$ cat src/rtl/ppi_pkg.sv
package ppi_pkg;
  localparam int unsigned PORT_W = 8;
  localparam int unsigned ADDR_W = 2;

  localparam logic [ADDR_W-1:0] SEL_A    = 2'd0;
  localparam logic [ADDR_W-1:0] SEL_B    = 2'd1;
  localparam logic [ADDR_W-1:0] SEL_C    = 2'd2;
  localparam logic [ADDR_W-1:0] SEL_CTRL = 2'd3;

  // configuration word bit positions
  localparam int unsigned CW_DEFINE = 7;
  localparam int unsigned CW_A_DIR  = 4;
  localparam int unsigned CW_CU_DIR = 3;
  localparam int unsigned CW_B_MODE = 2;
  localparam int unsigned CW_B_DIR  = 1;
  localparam int unsigned CW_CL_DIR = 0;

  // handshake lines on port C
  localparam int unsigned HS_STB_A = 4;
  localparam int unsigned HS_IBF_A = 5;
  localparam int unsigned HS_STB_B = 2;
  localparam int unsigned HS_IBF_B = 1;

  localparam int unsigned HALF_W = PORT_W / 2;

  typedef struct packed {
    logic a_strobed;
    logic a_in;
    logic cu_in;
    logic b_strobed;
    logic b_in;
    logic cl_in;
  } cfg_t;

  localparam cfg_t CFG_RESET = '{a_strobed: 1'b0, a_in: 1'b1, cu_in: 1'b1,
                                 b_strobed: 1'b0, b_in: 1'b1, cl_in: 1'b1};

  function automatic cfg_t decode_cw(input logic [PORT_W-1:0] w);
    cfg_t c;
    c.a_strobed = (w[6:5] == 2'b01);
    c.a_in      = w[CW_A_DIR];
    c.cu_in     = w[CW_CU_DIR];
    c.b_strobed = w[CW_B_MODE];
    c.b_in      = w[CW_B_DIR];
    c.cl_in     = w[CW_CL_DIR];
    return c;
  endfunction
endpackage

$ cat src/rtl/ppi_sync.sv
module ppi_sync #(
  parameter int unsigned     W       = 1,
  parameter int unsigned     STAGES  = 2,
  parameter logic [W-1:0]    RST_VAL = '0
) (
  input  logic         clk_i,
  input  logic         rst_ni,
  input  logic [W-1:0] d_i,
  output logic [W-1:0] q_o
);
  logic [STAGES-1:0][W-1:0] stg_q;

  always_ff @(posedge clk_i or negedge rst_ni) begin
    if (!rst_ni) stg_q <= {STAGES{RST_VAL}};
    else         stg_q <= {stg_q[STAGES-2:0], d_i};
  end

  assign q_o = stg_q[STAGES-1];
endmodule

$ cat src/rtl/ppi_host_if.sv
module ppi_host_if (
  input  logic clk_i,
  input  logic rst_ni,
  input  logic cs_s_ni,
  input  logic rd_s_ni,
  input  logic wr_s_ni,
  output logic wr_done_o,
  output logic rd_done_o,
  output logic rd_act_o
);
  logic wr_prev_q, rd_prev_q;

  always_ff @(posedge clk_i or negedge rst_ni) begin
    if (!rst_ni) begin
      wr_prev_q <= 1'b1;
      rd_prev_q <= 1'b1;
    end else begin
      wr_prev_q <= wr_s_ni;
      rd_prev_q <= rd_s_ni;
    end
  end

  // trailing (rising) edges of the strobes, qualified by chip select
  assign wr_done_o = !cs_s_ni && wr_s_ni && !wr_prev_q;
  assign rd_done_o = !cs_s_ni && rd_s_ni && !rd_prev_q;
  assign rd_act_o  = !cs_s_ni && !rd_s_ni;
endmodule

$ cat src/rtl/ppi_strobe_port.sv
module ppi_strobe_port #(
  parameter int unsigned W = 8
) (
  input  logic         clk_i,
  input  logic         rst_ni,
  input  logic         en_i,
  input  logic         cfg_wr_i,
  input  logic         stb_s_ni,
  input  logic [W-1:0] pin_i,
  input  logic         rd_done_i,
  output logic [W-1:0] cap_o,
  output logic         ibf_o,
  output logic         ovr_o,
  output logic         armed_o
);
  logic stb_prev_q;
  logic stb_rise;

  assign stb_rise = stb_s_ni && !stb_prev_q;

  always_ff @(posedge clk_i or negedge rst_ni) begin
    if (!rst_ni) begin
      stb_prev_q <= 1'b1;
      armed_o    <= 1'b0;
      ibf_o      <= 1'b0;
      ovr_o      <= 1'b0;
      cap_o      <= '0;
    end else begin
      stb_prev_q <= stb_s_ni;
      if (cfg_wr_i) begin
        armed_o <= 1'b0;
        ibf_o   <= 1'b0;
        ovr_o   <= 1'b0;
        cap_o   <= '0;
      end else begin
        // strobe must be seen high after configuration before any transfer
        if (en_i && stb_s_ni) armed_o <= 1'b1;
        if (en_i && armed_o && stb_rise) begin
          cap_o <= pin_i;
          ibf_o <= 1'b1;
          if (ibf_o) ovr_o <= 1'b1;
        end else if (rd_done_i) begin
          ibf_o <= 1'b0;
        end
      end
    end
  end
endmodule

$ cat src/rtl/ppi_core.sv
module ppi_core
  import ppi_pkg::*;
#(
  parameter int unsigned SYNC_STAGES = 2
) (
  input  logic              clk_i,
  input  logic              rst_ni,
  input  logic              cs_ni,
  input  logic              rd_ni,
  input  logic              wr_ni,
  input  logic [ADDR_W-1:0] addr_i,
  input  logic [PORT_W-1:0] data_i,
  output logic [PORT_W-1:0] data_o,
  output logic              data_oe_o,
  input  logic [PORT_W-1:0] pa_i,
  output logic [PORT_W-1:0] pa_o,
  output logic [PORT_W-1:0] pa_oe_o,
  input  logic [PORT_W-1:0] pb_i,
  output logic [PORT_W-1:0] pb_o,
  output logic [PORT_W-1:0] pb_oe_o,
  input  logic [PORT_W-1:0] pc_i,
  output logic [PORT_W-1:0] pc_o,
  output logic [PORT_W-1:0] pc_oe_o,
  output logic              ovr_a_o,
  output logic              ovr_b_o
);
  localparam int unsigned BUS_W = 3 + ADDR_W;
  localparam int unsigned NSTB  = 2;

  logic [BUS_W-1:0]  bus_s;
  logic              cs_s_n, rd_s_n, wr_s_n;
  logic [ADDR_W-1:0] addr_s;
  logic [NSTB-1:0]   stb_s_n;
  logic              wr_done, rd_done, rd_act;

  cfg_t              cfg_q;
  logic              cfg_wr;
  logic              a_strobed, b_strobed;
  logic [PORT_W-1:0] pa_lat_q, pb_lat_q, pc_lat_q;

  logic [NSTB-1:0]             st_en, st_rd, st_ibf, st_ovr, st_armed;
  logic [NSTB-1:0][PORT_W-1:0] st_pin, st_cap;
  logic              ibf_a, ibf_b, armed_a, armed_b;
  logic [PORT_W-1:0] pc_view;

  ppi_sync #(.W(BUS_W), .STAGES(SYNC_STAGES), .RST_VAL({3'b111, {ADDR_W{1'b0}}})) u_bus_sync (
    .clk_i (clk_i),
    .rst_ni(rst_ni),
    .d_i   ({cs_ni, rd_ni, wr_ni, addr_i}),
    .q_o   (bus_s)
  );
  assign {cs_s_n, rd_s_n, wr_s_n, addr_s} = bus_s;

  ppi_sync #(.W(NSTB), .STAGES(SYNC_STAGES), .RST_VAL({NSTB{1'b1}})) u_stb_sync (
    .clk_i (clk_i),
    .rst_ni(rst_ni),
    .d_i   ({pc_i[HS_STB_B], pc_i[HS_STB_A]}),
    .q_o   (stb_s_n)
  );

  ppi_host_if u_host (
    .clk_i    (clk_i),
    .rst_ni   (rst_ni),
    .cs_s_ni  (cs_s_n),
    .rd_s_ni  (rd_s_n),
    .wr_s_ni  (wr_s_n),
    .wr_done_o(wr_done),
    .rd_done_o(rd_done),
    .rd_act_o (rd_act)
  );

  assign cfg_wr = wr_done && (addr_s == SEL_CTRL) && data_i[CW_DEFINE];

  always_ff @(posedge clk_i or negedge rst_ni) begin
    if (!rst_ni) begin
      cfg_q    <= CFG_RESET;
      pa_lat_q <= '0;
      pb_lat_q <= '0;
      pc_lat_q <= '0;
    end else if (cfg_wr) begin
      cfg_q    <= decode_cw(data_i);
      pa_lat_q <= '0;
      pb_lat_q <= '0;
      pc_lat_q <= '0;
    end else if (wr_done) begin
      unique case (addr_s)
        SEL_A:   pa_lat_q <= data_i;
        SEL_B:   pb_lat_q <= data_i;
        SEL_C:   pc_lat_q <= data_i;
        default: ;
      endcase
    end
  end

  assign a_strobed = cfg_q.a_strobed;
  assign b_strobed = cfg_q.b_strobed;

  assign st_en  = {b_strobed, a_strobed};
  assign st_rd  = {rd_done && (addr_s == SEL_B), rd_done && (addr_s == SEL_A)};
  assign st_pin = {pb_i, pa_i};

  for (genvar i = 0; i < NSTB; i++) begin : g_stb
    ppi_strobe_port #(.W(PORT_W)) u_stb (
      .clk_i    (clk_i),
      .rst_ni   (rst_ni),
      .en_i     (st_en[i]),
      .cfg_wr_i (cfg_wr),
      .stb_s_ni (stb_s_n[i]),
      .pin_i    (st_pin[i]),
      .rd_done_i(st_rd[i]),
      .cap_o    (st_cap[i]),
      .ibf_o    (st_ibf[i]),
      .ovr_o    (st_ovr[i]),
      .armed_o  (st_armed[i])
    );
  end

  assign ibf_a   = st_ibf[0];
  assign ibf_b   = st_ibf[1];
  assign armed_a = st_armed[0];
  assign armed_b = st_armed[1];
  assign ovr_a_o = st_ovr[0];
  assign ovr_b_o = st_ovr[1];

  // port pins
  assign pa_o    = pa_lat_q;
  assign pb_o    = pb_lat_q;
  assign pa_oe_o = {PORT_W{!(cfg_q.a_in || a_strobed)}};
  assign pb_oe_o = {PORT_W{!(cfg_q.b_in || b_strobed)}};

  always_comb begin
    pc_o    = pc_lat_q;
    pc_oe_o = {{HALF_W{!cfg_q.cu_in}}, {HALF_W{!cfg_q.cl_in}}};
    if (a_strobed) begin
      pc_o[HS_IBF_A]    = ibf_a;
      pc_oe_o[HS_IBF_A] = 1'b1;
      pc_oe_o[HS_STB_A] = 1'b0;
    end
    if (b_strobed) begin
      pc_o[HS_IBF_B]    = ibf_b;
      pc_oe_o[HS_IBF_B] = 1'b1;
      pc_oe_o[HS_STB_B] = 1'b0;
    end
  end

  // host read path
  always_comb begin
    pc_view = {cfg_q.cu_in ? pc_i[PORT_W-1:HALF_W] : pc_lat_q[PORT_W-1:HALF_W],
               cfg_q.cl_in ? pc_i[HALF_W-1:0]      : pc_lat_q[HALF_W-1:0]};
    if (a_strobed) begin
      pc_view[HS_IBF_A] = ibf_a;
      pc_view[HS_STB_A] = pc_i[HS_STB_A];
    end
    if (b_strobed) begin
      pc_view[HS_IBF_B] = ibf_b;
      pc_view[HS_STB_B] = pc_i[HS_STB_B];
    end
  end

  always_comb begin
    unique case (addr_s)
      SEL_A:   data_o = a_strobed ? st_cap[0] : (cfg_q.a_in ? pa_i : pa_lat_q);
      SEL_B:   data_o = b_strobed ? st_cap[1] : (cfg_q.b_in ? pb_i : pb_lat_q);
      SEL_C:   data_o = pc_view;
      default: data_o = '0;
    endcase
  end

  assign data_oe_o = rd_act;
endmodule

$ cat config.mk
export PLATFORM = sky130hd
export DESIGN_NAME = ppi_core
export DESIGN_NICKNAME = d
export VERILOG_FILES = /design/src/rtl/ppi_pkg.sv /design/src/rtl/ppi_sync.sv /design/src/rtl/ppi_host_if.sv /design/src/rtl/ppi_strobe_port.sv /design/src/rtl/ppi_core.sv
export SDC_FILE = /design/constraint.sdc
export NUM_CORES = 1
export LEC_CHECK = 0
export CELL_PAD_IN_SITES_DETAIL_PLACEMENT = 0
export CELL_PAD_IN_SITES_GLOBAL_PLACEMENT = 1
export CORE_UTILIZATION = 27
export DETAILED_ROUTE_END_ITERATION = 7
export PLACE_DENSITY_LB_ADDON = 0.1
export SYNTH_ARGS = -nofsm -noshare
export SYNTH_HDL_FRONTEND = slang
export SYNTH_SLANG_ARGS = --single-unit
export TNS_END_PERCENT = 20
$ cat constraint.sdc
create_clock -name clk_i -period 2.08 [get_ports clk_i]
set_input_delay 0.312 -clock clk_i [delete_from_list [all_inputs] [get_ports clk_i]]
set_output_delay 0.312 -clock clk_i [all_outputs]
set_load 0.02 [all_outputs]
==> metrics.txt, run 1 <==
# TYPE chip_impl_metric gauge
chip_impl_info{name="post_synth_main_area_contributors",value="sky130_fd_sc_hd__dfrtp_1 (37%), sky130_fd_sc_hd__dfstp_2 (13%), sky130_fd_sc_hd__a21oi_1 (6.1%), sky130_fd_sc_hd__mux2i_1 (5.4%), sky130_fd_sc_hd__buf_4 (4.7%)"} 1
chip_impl_metric{name="max-slew-margin-rel",unit=""} 0.639
chip_impl_info{name="startpoint_type",value="flip-flop"} 1
chip_impl_metric{name="grt_start_max_net_pins",unit=""} 71
chip_impl_metric{name="finalWirelength",unit="um"} 11100
chip_impl_metric{name="num-nets-final",unit=""} 512
chip_impl_info{name="rsz0062_at_grt",value="yes"} 1
chip_impl_metric{name="grt_first_pass_wirelength",unit="um"} 17400
chip_impl_metric{name="clock.fmax",unit="MHz"} 440
chip_impl_metric{name="synth_enable_flop_cells",unit=""} 0
chip_impl_metric{name="setup_tns",unit="ns"} -1.01
chip_impl_metric{name="port_buffers",unit=""} 97
chip_impl_metric{name="power_density",unit="nW/um2"} 1060
chip_impl_metric{name="cts_hold_buf",unit=""} 0
chip_impl_metric{name="area_delta_synth_final",unit="%"} 48.2
chip_impl_metric{name="area_of_the_mapped_netlist",unit="um2"} 3510
chip_impl_info{name="run_status",value="complete, but fails checks"} 1
chip_impl_info{name="cts_tree",value="built"} 1
chip_impl_metric{name="utilization",unit=""} 0.412
chip_impl_metric{name="net_count_after_synthesis",unit=""} 397
chip_impl_metric{name="finalWeightedCongestion",unit=""} 0.746
chip_impl_metric{name="internal_power",unit="mW"} 3.74
chip_impl_info{name="synth_commonest_cells",value="sky130_fd_sc_hd__dfrtp_1 (52), sky130_fd_sc_hd__a21oi_1 (43), sky130_fd_sc_hd__nand2_1 (42)"} 1
chip_impl_metric{name="ant_diodes",unit=""} 0
chip_impl_metric{name="seq_total_area_yosys",unit=""} 0.506
chip_impl_metric{name="floorplan.die.height",unit="um"} 116
chip_impl_info{name="r2r-start",value="u_bus_sync.q_o[2]"} 1
chip_impl_metric{name="p_switching",unit="mW"} 1.79
chip_impl_metric{name="die_x",unit="um"} 116
chip_impl_metric{name="p_leak",unit="nW"} 2.20
chip_impl_metric{name="track_usage",unit=""} 0.174
chip_impl_metric{name="cts-buffers-inserted",unit=""} 9
chip_impl_metric{name="final.period_utilization",unit=""} 1.09
chip_impl_metric{name="wl_per_cell",unit="um"} 17.1
chip_impl_metric{name="layout_cell_share_with_drive_strength_beyond_1",unit=""} 0.274
chip_impl_metric{name="vias_per_cell",unit=""} 4.70
chip_impl_metric{name="row_count",unit=""} 41
chip_impl_info{name="synth_top_flop_cell",value="sky130_fd_sc_hd__dfrtp_1"} 1
chip_impl_metric{name="synth.ff_latch_count",unit=""} 70
chip_impl_metric{name="grt_pass1_vias",unit=""} 3144
chip_impl_info{name="most_repeated_cell_in_the_gate_level_netlist_after_synthesis",value="sky130_fd_sc_hd__dfrtp_1"} 1
chip_impl_metric{name="clock_tree.buffer_depth",unit=""} 2
chip_impl_metric{name="place_area",unit="um2"} 4810
chip_impl_metric{name="floorplan.initialDensity",unit=""} 0.278
chip_impl_metric{name="ir_worst_vdd",unit="mV"} 0.443
chip_impl_metric{name="cells_after_synthesis",unit=""} 358
chip_impl_metric{name="num_vias",unit=""} 3058
chip_impl_metric{name="yosysUniqueCellTypes",unit=""} 35
chip_impl_metric{name="arrival",unit="ns"} 1.96
chip_impl_metric{name="finalSetupViolations",unit=""} 8
chip_impl_metric{name="finalCriticalPeriod",unit="ns"} 2.27
chip_impl_metric{name="dp.cells",unit=""} 631
chip_impl_metric{name="num_io_pins",unit=""} 98
chip_impl_info{name="timing.setup.critical_path_class",value="flip-flop to output pin"} 1
chip_impl_metric{name="postLayoutCellArea",unit="um2"} 5200
chip_impl_metric{name="post_synth.cell_area_avg",unit="um2"} 9.80
chip_impl_metric{name="final_hold_viol_count",unit=""} 0
chip_impl_metric{name="max_cap_viol_count",unit=""} 0
chip_impl_metric{name="pwr-share-clk",unit=""} 0.309
chip_impl_info{name="timing.critical_path.from",value="cfg_q[1]"} 1
chip_impl_metric{name="clk-insertion-delay-late",unit="ns"} 0.33
chip_impl_info{name="buffer_type_at_the_clock_tree_root",value="sky130_fd_sc_hd__clkbuf_16"} 1
chip_impl_metric{name="detail_route.drc_violations",unit=""} 0
chip_impl_metric{name="gr-total-overflow",unit=""} 0
chip_impl_metric{name="drt_iter0_markers",unit=""} 104
chip_impl_metric{name="clk_transition_reported_paths",unit="ns"} 0.06
chip_impl_metric{name="combPwrFrac",unit=""} 0.350
chip_impl_metric{name="clkSinkCount",unit=""} 70
chip_impl_metric{name="number_of_cells_on_the_worst_reg_to_reg_path",unit=""} 3
chip_impl_metric{name="max_slew.worst_pin.slew",unit="ns"} 0.538
chip_impl_metric{name="ys_async_sr_fraction",unit=""} 1.00
chip_impl_metric{name="sequentialPowerShare",unit=""} 0.341
chip_impl_info{name="endpoint_kind",value="output pin"} 1
chip_impl_metric{name="cts.htree.levels",unit=""} 3
chip_impl_metric{name="antenna_found_initial",unit=""} 0
chip_impl_info{name="synth_top_cell_by_area",value="sky130_fd_sc_hd__dfrtp_1"} 1
chip_impl_info{name="violated_checks",value="setup timing"} 1
chip_impl_metric{name="ys.warnings.count",unit=""} 0
chip_impl_metric{name="die_area",unit="um2"} 13400
chip_impl_metric{name="critPathMaxFanout",unit=""} 7
chip_impl_metric{name="clock-skew-final",unit="ns"} 0.00878
chip_impl_metric{name="finalMaxSlewViolations",unit=""} 0
chip_impl_metric{name="layoutNonFillerInstCount",unit=""} 650
chip_impl_metric{name="postLayoutSetupSlackWorst",unit="ns"} -0.192
chip_impl_info{name="worst_hold_path_type",value="primary input to async pin"} 1
chip_impl_metric{name="drt-pass1-iter-count",unit=""} 4
chip_impl_metric{name="yosys.area.top_type_share",unit=""} 0.371
chip_impl_metric{name="detailedPlacementHpwl",unit="um"} 7990
chip_impl_metric{name="core_region_area",unit="um2"} 12600
chip_impl_metric{name="antenna_violating_nets_remaining",unit=""} 0
chip_impl_metric{name="switching_share",unit=""} 0.323
chip_impl_metric{name="worst-endpoint-required",unit="ns"} 1.77
[area by class of cell]
type / count / area [um2]
clock buffer: 11 / 253
clock inverter: 5 / 81.3
fill: 1274 / 7420
inverter: 4 / 16.3
multi-input combinational: 237 / 1490
sequential: 70 / 1780
tap: 172 / 215
timing repair buffer: 151 / 1370
[flip-flops by register name, indices dropped and copies added, names as in the netlist, 4 cells and up]
name               flops
pb_o                   8
pa_o                   8
u_bus_sync.q_o         5
pc_lat_q               8
u_bus_sync.stg_q       5
cfg_q                  4
g_stb.u_stb.cap_o     16
[routing by layer]
| metal | up-vias | track usage | share of wire |
|---|---|---|---|
| met5 | - | 0 | 0 |
| met4 | 0 | 0.0598 | 0.019 |
| met3 | 14 | 0.0288 | 0.053 |
| met2 | 88 | 0.279 | 0.46 |
| met1 | 1488 | 0.236 | 0.46 |
| li1 | 1468 | - | - |
[stage by stage]
step / worst slack, ns / hold WS [ns] / total power, mW
final: -0.192 / 0.0105 / 5.53
after global routing: -0.244 / 0.0476 / 5.84
after CTS: -0.220 / 0.0213 / 5.57
after detailed placement: -0.297 / 0.335 / 3.87
after global placement: -0.272 / 0.338 / 3.86
after floorplan: 0.269 / 0.0164 / 2.98
[power by group through the flow]
stage	registers, mW	clock network (mW)	logic [mW]
after floorplan	1.92	0	1.06
after global placement	1.93	0	1.94
after detailed placement	1.92	0	1.94
after CTS	1.89	1.75	1.93
after global routing	1.93	1.81	2.10
final	1.89	1.71	1.94
[cells by family after synthesis]
family / synth area share
AOI/OAI and AO/OA: 0.152
buffers and inverters: 0.0824
DFF: 0.506
muxes: 0.0992
and+or+nand+nor: 0.161
[worst paths after layout]
check	end	slack, ns
worst max register to register	b_strobed	0.24
worst min register to register	u_bus_sync.q_o[4]	0.35
worst min-delay path	pc_lat_q[5]	0.01
min in group clk_i	u_bus_sync.q_o[4]	0.35
max in group asynchronous	cfg_q[4]	1.72
worst max-delay path	data_o[0]	-0.19
[critical path: stages (launching register included)]
cell and delay (ns):
sky130_fd_sc_hd__dfstp_2 0.65, sky130_fd_sc_hd__buf_6 0.13, sky130_fd_sc_hd__mux2i_1 0.20, sky130_fd_sc_hd__a211oi_2 0.10, sky130_fd_sc_hd__or3_4 0.41, sky130_fd_sc_hd__buf_6 0.14
[timing repair]
action                                  4_1_cts  5_1_grt
pin swaps                                     2        4
cloned                                        0        0
gates resized for setup                      63       18
buffers inserted                              3        2
endpoints found under the setup margin       26       13
[layout by cell type, fill, tap and decap left out, drive strengths merged, types with 13 or more instances in the layout]
master         count
mux2i             19
clkdlybuf4s50     66
dlygate4sd2       17
buf               63
nand3             22
mux2              13
dfrtp             52
a21oi             43
o21ai             30
nand2             42
dfstp             18
nor2              14
(Power assumes the default switching activity.)
==> inputs of run 2 (changes only) <==
--- a/config.mk
+++ b/config.mk
@@ -5,11 +5,8 @@
 export SDC_FILE = /design/constraint.sdc
 export NUM_CORES = 1
 export LEC_CHECK = 0
-export CELL_PAD_IN_SITES_DETAIL_PLACEMENT = 0
-export CELL_PAD_IN_SITES_GLOBAL_PLACEMENT = 1
 export CORE_UTILIZATION = 27
 export DETAILED_ROUTE_END_ITERATION = 7
-export PLACE_DENSITY_LB_ADDON = 0.1
 export SYNTH_ARGS = -nofsm -noshare
 export SYNTH_HDL_FRONTEND = slang
 export SYNTH_SLANG_ARGS = --single-unit
==> metrics.txt, run 2 (synthesis results as in run 1) <==
# TYPE chip_impl_metric gauge
chip_impl_metric{name="drt-pass1-iter-count",unit=""} 4
chip_impl_metric{name="switching_share",unit=""} 0.335
chip_impl_metric{name="power_density",unit="nW/um2"} 1050
chip_impl_metric{name="gr-total-overflow",unit=""} 0
chip_impl_metric{name="layout_cell_share_with_drive_strength_beyond_1",unit=""} 0.261
chip_impl_metric{name="critPathMaxFanout",unit=""} 3
chip_impl_metric{name="sequentialPowerShare",unit=""} 0.351
chip_impl_metric{name="worst-r2r-setup-slack",unit="ns"} 0.31
chip_impl_metric{name="floorplan.die.height",unit="um"} 116
chip_impl_info{name="rsz0062_at_grt",value="yes"} 1
chip_impl_info{name="timing.setup.critical_path_class",value="flip-flop to output pin"} 1
chip_impl_info{name="violated_checks",value="hold timing, setup timing"} 1
chip_impl_metric{name="grt.met3_usage",unit=""} 0.0413
chip_impl_metric{name="grt_start_max_net_pins",unit=""} 71
chip_impl_info{name="startpoint_type",value="flip-flop"} 1
chip_impl_metric{name="detail_route.drc_violations",unit=""} 0
chip_impl_metric{name="place_area",unit="um2"} 4750
chip_impl_metric{name="num_vias",unit=""} 3091
chip_impl_metric{name="vias_per_cell",unit=""} 4.81
chip_impl_metric{name="port_buffers",unit=""} 97
chip_impl_metric{name="worst_hold_check_slack",unit="ns"} -0.0111
chip_impl_metric{name="die_area",unit="um2"} 13400
chip_impl_metric{name="layoutNonFillerInstCount",unit=""} 643
chip_impl_info{name="mostFrequentLayoutCells",value="sky130_fd_sc_hd__clkdlybuf4s50_1 (67), sky130_fd_sc_hd__dfrtp_1 (52), sky130_fd_sc_hd__a21oi_1 (43), sky130_fd_sc_hd__buf_4 (43), sky130_fd_sc_hd__nand2_1 (42)"} 1
chip_impl_metric{name="combPwrFrac",unit=""} 0.367
chip_impl_metric{name="ant_diodes",unit=""} 0
chip_impl_metric{name="ir_worst_vdd",unit="mV"} 0.462
chip_impl_metric{name="max-slew-margin-rel",unit=""} 0.666
chip_impl_metric{name="finalCriticalPeriod",unit="ns"} 2.24
chip_impl_metric{name="finalSetupViolations",unit=""} 8
chip_impl_metric{name="max_slew.worst_pin.slew",unit="ns"} 0.498
chip_impl_metric{name="clock.fmax",unit="MHz"} 447
chip_impl_metric{name="core_region_area",unit="um2"} 12600
chip_impl_metric{name="grt_first_pass_wirelength",unit="um"} 16700
chip_impl_metric{name="post-place-ws",unit="ns"} -0.304
chip_impl_info{name="layout.cells.most_common",value="sky130_fd_sc_hd__clkdlybuf4s50_1"} 1
chip_impl_metric{name="postLayoutSetupSlackWorst",unit="ns"} -0.156
chip_impl_info{name="cts_tree",value="built"} 1
chip_impl_metric{name="wl_per_cell",unit="um"} 16.5
chip_impl_metric{name="row_count",unit=""} 41
chip_impl_metric{name="antenna_found_initial",unit=""} 0
chip_impl_metric{name="grt_pass1_vias",unit=""} 3081
chip_impl_metric{name="largest_reg_flops",unit=""} 16
chip_impl_info{name="worst_hold_path_type",value="primary input to async pin"} 1
chip_impl_metric{name="drt_iter0_markers",unit=""} 190
chip_impl_info{name="endpoint_kind",value="output pin"} 1
chip_impl_metric{name="groute.layer.met1.usage",unit=""} 0.221
chip_impl_metric{name="final_hold_viol_count",unit=""} 5
chip_impl_metric{name="grtUsageMet2",unit=""} 0.269
chip_impl_metric{name="track_usage",unit=""} 0.165
chip_impl_metric{name="finalWeightedCongestion",unit=""} 0.838
chip_impl_metric{name="clock-skew-final",unit="ns"} 0.00502
chip_impl_metric{name="worst-endpoint-required",unit="ns"} 1.77
chip_impl_metric{name="max_cap_viol_count",unit=""} 0
chip_impl_metric{name="postLayoutCellArea",unit="um2"} 5160
chip_impl_metric{name="clk-insertion-delay-late",unit="ns"} 0.33
chip_impl_info{name="top_register",value="g_stb.u_stb.cap_o"} 1
chip_impl_metric{name="p_switching",unit="mW"} 1.81
chip_impl_metric{name="die_x",unit="um"} 116
chip_impl_metric{name="floorplan.initialDensity",unit=""} 0.278
chip_impl_metric{name="pwr-share-clk",unit=""} 0.282
chip_impl_metric{name="clock_tree.buffer_depth",unit=""} 2
chip_impl_metric{name="final.period_utilization",unit=""} 1.08
chip_impl_info{name="buffer_type_at_the_clock_tree_root",value="sky130_fd_sc_hd__clkbuf_16"} 1
chip_impl_metric{name="clk_transition_reported_paths",unit="ns"} 0.06
chip_impl_metric{name="clkSinkCount",unit=""} 70
chip_impl_info{name="global_route.peak_usage_layer",value="met2"} 1
chip_impl_metric{name="cts.htree.levels",unit=""} 3
chip_impl_metric{name="num_io_pins",unit=""} 98
chip_impl_metric{name="finalMaxSlewViolations",unit=""} 0
chip_impl_metric{name="finalWirelength",unit="um"} 10600
chip_impl_metric{name="dp.cells",unit=""} 622
chip_impl_metric{name="antenna_violating_nets_remaining",unit=""} 0
chip_impl_metric{name="p_leak",unit="nW"} 2.15
chip_impl_metric{name="arrival",unit="ns"} 1.92
chip_impl_metric{name="internal_power",unit="mW"} 3.59
chip_impl_metric{name="num-nets-final",unit=""} 505
chip_impl_info{name="run_status",value="complete, but fails checks"} 1
chip_impl_metric{name="cts-buffers-inserted",unit=""} 9
chip_impl_metric{name="area_delta_synth_final",unit="%"} 47.2
chip_impl_metric{name="detailedPlacementHpwl",unit="um"} 7760
-- run 2: worst max-delay path, cell delays in order (launching register included) --
cell and delay (ns):
sky130_fd_sc_hd__dfstp_2 0.56, sky130_fd_sc_hd__buf_6 0.13, sky130_fd_sc_hd__buf_12 0.11, sky130_fd_sc_hd__mux2i_4 0.21
sky130_fd_sc_hd__a211oi_2 0.09, sky130_fd_sc_hd__or3_1 0.35, sky130_fd_sc_hd__buf_6 0.15
-- run 2: power groups by stage --
stage	logic, mW	clock network, mW	registers, mW
floorplan	1.06	0	1.92
CTS	1.94	1.56	1.89
global placement	1.92	0	1.90
global route	2.14	1.62	1.93
detailed placement	1.95	0	1.91
finish	1.98	1.52	1.90
-- run 2: final timing paths --
kind / cells past startpoint / start / endpoint
setup reg to reg: 3 / u_bus_sync.q_o[2] / b_strobed
max in group asynchronous: 2 / rst_ni / cfg_q[3]
hold reg to reg: 0 / u_stb_sync.stg_q[0] / u_stb_sync.q_o[0]
setup / recovery: 6 / cfg_q[4] / data_o[6]
min in group clk_i: 0 / u_stb_sync.stg_q[0] / u_stb_sync.q_o[0]
hold / removal: 2 / rst_ni / g_stb[1].u_stb.cap_o[7]
-- run 2: what timing repair did --
| action | in CTS | in global routing |
|---|---|---|
| pin swaps | 6 | 6 |
| endpoints found under the setup margin | 27 | 10 |
| hold endpoints to repair | 0 | 0 |
| hold buffers | 0 | 0 |
| setup buffers | 3 | 3 |
| gates cloned | 0 | 0 |
| gates resized for setup | 74 | 15 |
-- run 2: metrics by stage --
stage                     utilization  power, mW  TNS (ns)
after floorplan                     -       2.98         0
after global placement          0.377       3.82     -1.88
after detailed placement        0.377       3.86     -1.96
after CTS                       0.403       5.39     -1.21
after global routing            0.409       5.69     -1.54
final                           0.409       5.40     -1.07
-- run 2: layout make-up --
type	count	area [um2]
Fill cell	1267	7460
Inverter	4	18.8
Clock inverter	4	27.5
Sequential cell	70	1770
Tap cell	172	215
Multi-Input combinational cell	237	1510
Timing Repair Buffer	144	1340
Clock buffer	12	278
-- run 2: layer usage --
layer	vias up	wire length, um
li1	1445	-
met2	102	5180
met1	1538	4670
met3	6	668
met4	0	70
met5	-	0
==> inputs of run 3 (changes only) <==
--- a/config.mk
+++ b/config.mk
@@ -5,8 +5,9 @@
 export SDC_FILE = /design/constraint.sdc
 export NUM_CORES = 1
 export LEC_CHECK = 0
-export CORE_UTILIZATION = 27
+export CORE_UTILIZATION = 48
 export DETAILED_ROUTE_END_ITERATION = 7
+export PLACE_DENSITY = 0.8
 export SYNTH_ARGS = -nofsm -noshare
 export SYNTH_HDL_FRONTEND = slang
 export SYNTH_SLANG_ARGS = --single-unit
==> metrics.txt, run 3 (synthesis results as in run 1) <==
# TYPE chip_impl_metric gauge
chip_impl_metric{name="cts-buffers-inserted",unit=""} 9
chip_impl_metric{name="max_cap_viol_count",unit=""} 0
chip_impl_info{name="mostFrequentLayoutCells",value="sky130_fd_sc_hd__clkdlybuf4s50_1 (70), sky130_fd_sc_hd__dfrtp_1 (51), sky130_fd_sc_hd__a21oi_1 (43)"} 1
chip_impl_info{name="cts_tree",value="built"} 1
chip_impl_info{name="startpoint_type",value="flip-flop"} 1
chip_impl_metric{name="layoutNonFillerInstCount",unit=""} 567
chip_impl_metric{name="drt-pass1-iter-count",unit=""} 4
chip_impl_metric{name="postLayoutCellArea",unit="um2"} 4920
chip_impl_metric{name="drt_iter0_markers",unit=""} 213
chip_impl_metric{name="clkSinkCount",unit=""} 70
chip_impl_metric{name="grt_first_pass_wirelength",unit="um"} 15300
chip_impl_metric{name="post-place-ws",unit="ns"} -0.280
chip_impl_metric{name="die_area",unit="um2"} 7650
chip_impl_metric{name="floorplan.die.height",unit="um"} 87.5
chip_impl_metric{name="cts.htree.levels",unit=""} 3
chip_impl_metric{name="critical_path.max_stage_delay",unit="ns"} 0.59
chip_impl_metric{name="antenna_violating_nets_remaining",unit=""} 0
chip_impl_metric{name="finalSetupViolations",unit=""} 8
chip_impl_metric{name="detail_route.drc_violations",unit=""} 0
chip_impl_info{name="timing.setup.critical_path_class",value="flip-flop to output pin"} 1
chip_impl_metric{name="ant_diodes",unit=""} 0
chip_impl_metric{name="final_hold_viol_count",unit=""} 0
chip_impl_metric{name="gr-total-overflow",unit=""} 0
chip_impl_metric{name="track_usage",unit=""} 0.269
chip_impl_metric{name="wl_per_cell",unit="um"} 17.4
chip_impl_metric{name="clock-skew-final",unit="ns"} 0.00699
chip_impl_metric{name="dp.cells",unit=""} 546
chip_impl_metric{name="max-slew-margin-rel",unit=""} 0.657
chip_impl_metric{name="clk-insertion-delay-late",unit="ns"} 0.35
chip_impl_info{name="run_status",value="complete, but fails checks"} 1
chip_impl_metric{name="postLayoutSetupSlackWorst",unit="ns"} -0.137
chip_impl_metric{name="die_x",unit="um"} 87.5
chip_impl_info{name="cpMaxStageDelayCell",value="sky130_fd_sc_hd__dfstp_2"} 1
chip_impl_metric{name="num_io_pins",unit=""} 98
chip_impl_info{name="cell_breakdown_of_the_critical_path",value="mux2i_1, a211oi_1, buf_4, or3_1, buf_2"} 1
chip_impl_metric{name="clk_transition_reported_paths",unit="ns"} 0.07
chip_impl_metric{name="finalWeightedCongestion",unit=""} 0.867
chip_impl_metric{name="row_count",unit=""} 30
chip_impl_metric{name="finalMaxSlewViolations",unit=""} 0
chip_impl_metric{name="largest_reg_flops",unit=""} 16
chip_impl_metric{name="num-nets-final",unit=""} 505
chip_impl_metric{name="grt_pass1_vias",unit=""} 3162
chip_impl_metric{name="floorplan.initialDensity",unit=""} 0.508
chip_impl_metric{name="design_power_total",unit="mW"} 4.92
chip_impl_info{name="top_register",value="g_stb.u_stb.cap_o"} 1
chip_impl_info{name="layout.cells.most_common",value="sky130_fd_sc_hd__clkdlybuf4s50_1"} 1
chip_impl_metric{name="num_vias",unit=""} 3189
chip_impl_metric{name="place_area",unit="um2"} 4660
chip_impl_metric{name="clock.fmax",unit="MHz"} 451
chip_impl_info{name="buffer_type_at_the_clock_tree_root",value="sky130_fd_sc_hd__clkbuf_8"} 1
chip_impl_metric{name="max_slew.worst_pin.slew",unit="ns"} 0.512
chip_impl_metric{name="port_buffers",unit=""} 97
chip_impl_metric{name="setup_tns",unit="ns"} -0.726
chip_impl_info{name="violated_checks",value="setup timing"} 1
chip_impl_metric{name="antenna_found_initial",unit=""} 0
chip_impl_metric{name="clock_tree.buffer_depth",unit=""} 2
chip_impl_metric{name="layout_cell_share_with_drive_strength_beyond_1",unit=""} 0.240
chip_impl_metric{name="ir_worst_vdd",unit="mV"} 0.553
chip_impl_metric{name="critPathMaxFanout",unit=""} 4
chip_impl_info{name="rsz0062_at_grt",value="yes"} 1
chip_impl_metric{name="grt_start_max_net_pins",unit=""} 71
chip_impl_metric{name="final.period_utilization",unit=""} 1.07
chip_impl_metric{name="detailedPlacementHpwl",unit="um"} 7080
chip_impl_info{name="worst_hold_path_type",value="flip-flop to flip-flop"} 1
chip_impl_metric{name="p_leak",unit="nW"} 2.18
chip_impl_metric{name="arrival",unit="ns"} 1.90
chip_impl_metric{name="vias_per_cell",unit=""} 5.62
chip_impl_metric{name="power_density",unit="nW/um2"} 999
chip_impl_metric{name="finalCriticalPeriod",unit="ns"} 2.22
chip_impl_metric{name="finalWirelength",unit="um"} 9860
chip_impl_metric{name="worst-endpoint-required",unit="ns"} 1.77
chip_impl_info{name="endpoint_kind",value="output pin"} 1
chip_impl_metric{name="area_delta_synth_final",unit="%"} 40.4
chip_impl_metric{name="core_region_area",unit="um2"} 6910
==> run 3: cell count changes in the layout (fill, tap and decap cells not counted), moves of 3 or more <==
| cell | delta |
|---|---|
| sky130_fd_sc_hd__dlymetal6s2s_1 | +8 |
| sky130_fd_sc_hd__a211oi_2 | -3 |
| sky130_fd_sc_hd__clkinvlp_4 | -3 |
| sky130_fd_sc_hd__buf_6 | -3 |
| sky130_fd_sc_hd__clkbuf_16 | -10 |
| sky130_fd_sc_hd__clkdlybuf4s50_1 | +3 |
| sky130_fd_sc_hd__clkbuf_8 | +9 |
| sky130_fd_sc_hd__dlygate4sd2_1 | -11 |
| sky130_fd_sc_hd__buf_2 | +3 |
| sky130_fd_sc_hd__a211oi_1 | +3 |
==> run 3: layout make-up <==
cell class | instances | area [um2]
Fill cell | 550 | 1980
Sequential cell | 70 | 1780
Multi-Input combinational cell | 237 | 1460
Timing Repair Buffer | 144 | 1350
Clock buffer | 13 | 159
Tap cell | 96 | 120
Clock inverter | 3 | 42.5
Inverter | 4 | 15.0
==> run 3: path summary, 6_finish.rpt <==
check | slack [ns] | end | cells past startpoint | startpoint
max | -0.14 | data_o[7] | 5 | cfg_q[1]
max reg2reg | 0.26 | b_strobed | 3 | u_bus_sync.q_o[2]
min | 0.35 | u_bus_sync.q_o[0] | 0 | u_bus_sync.stg_q[0]
max in group asynchronous | 1.22 | u_host.wr_prev_q | 3 | rst_ni
min reg2reg | 0.35 | u_bus_sync.q_o[0] | 0 | u_bus_sync.stg_q[0]
min in group asynchronous | 0.51 | g_stb[0].u_stb.armed_o | 3 | rst_ni
==> run 3: routing by layer <==
metal | GRT usage | share of wire
met1 | 0.339 | 0.40
met2 | 0.430 | 0.50
met3 | 0.0540 | 0.072
met4 | 0.158 | 0.028
met5 | 0 | 0
==> run 3: critical path: cells and delay by family (launching register included) <==
family,cells,cell delay [ns]
AO/OA/AOI/OAI,1,0.10
buffers and inverters,2,0.31
flip-flops,1,0.59
multiplexers,1,0.22
AND/OR/NAND/NOR,1,0.33
==> run 3: what timing repair did <==
action	in CTS	in global routing
resized for setup	56	15
endpoints found under the setup margin	27	19
pin swaps	3	1
buffers inserted	4	1
hold buffers	1	0
hold endpoints to repair	19	0
==> run 3: where the power goes <==
part	total (mW)	switching (mW)	leakage [nW]	internal (mW)
sequential	1.89	0.233	0.817	1.66
combinational	1.91	0.948	1.26	0.958
clock	1.12	0.498	0.0996	0.618
total	4.92	1.68	2.18	3.24
==> run 3: metrics by stage <==
| step | utilization | hold slack [ns] |
|---|---|---|
| 3_5_place_dp | 0.675 | 0.336 |
| 2_1_floorplan | - | 0.0164 |
| 4_1_cts | 0.707 | 0.353 |
| 5_1_grt | 0.713 | 0.354 |
| 6_report | 0.713 | 0.351 |
| 3_3_place_gp | 0.675 | 0.337 |
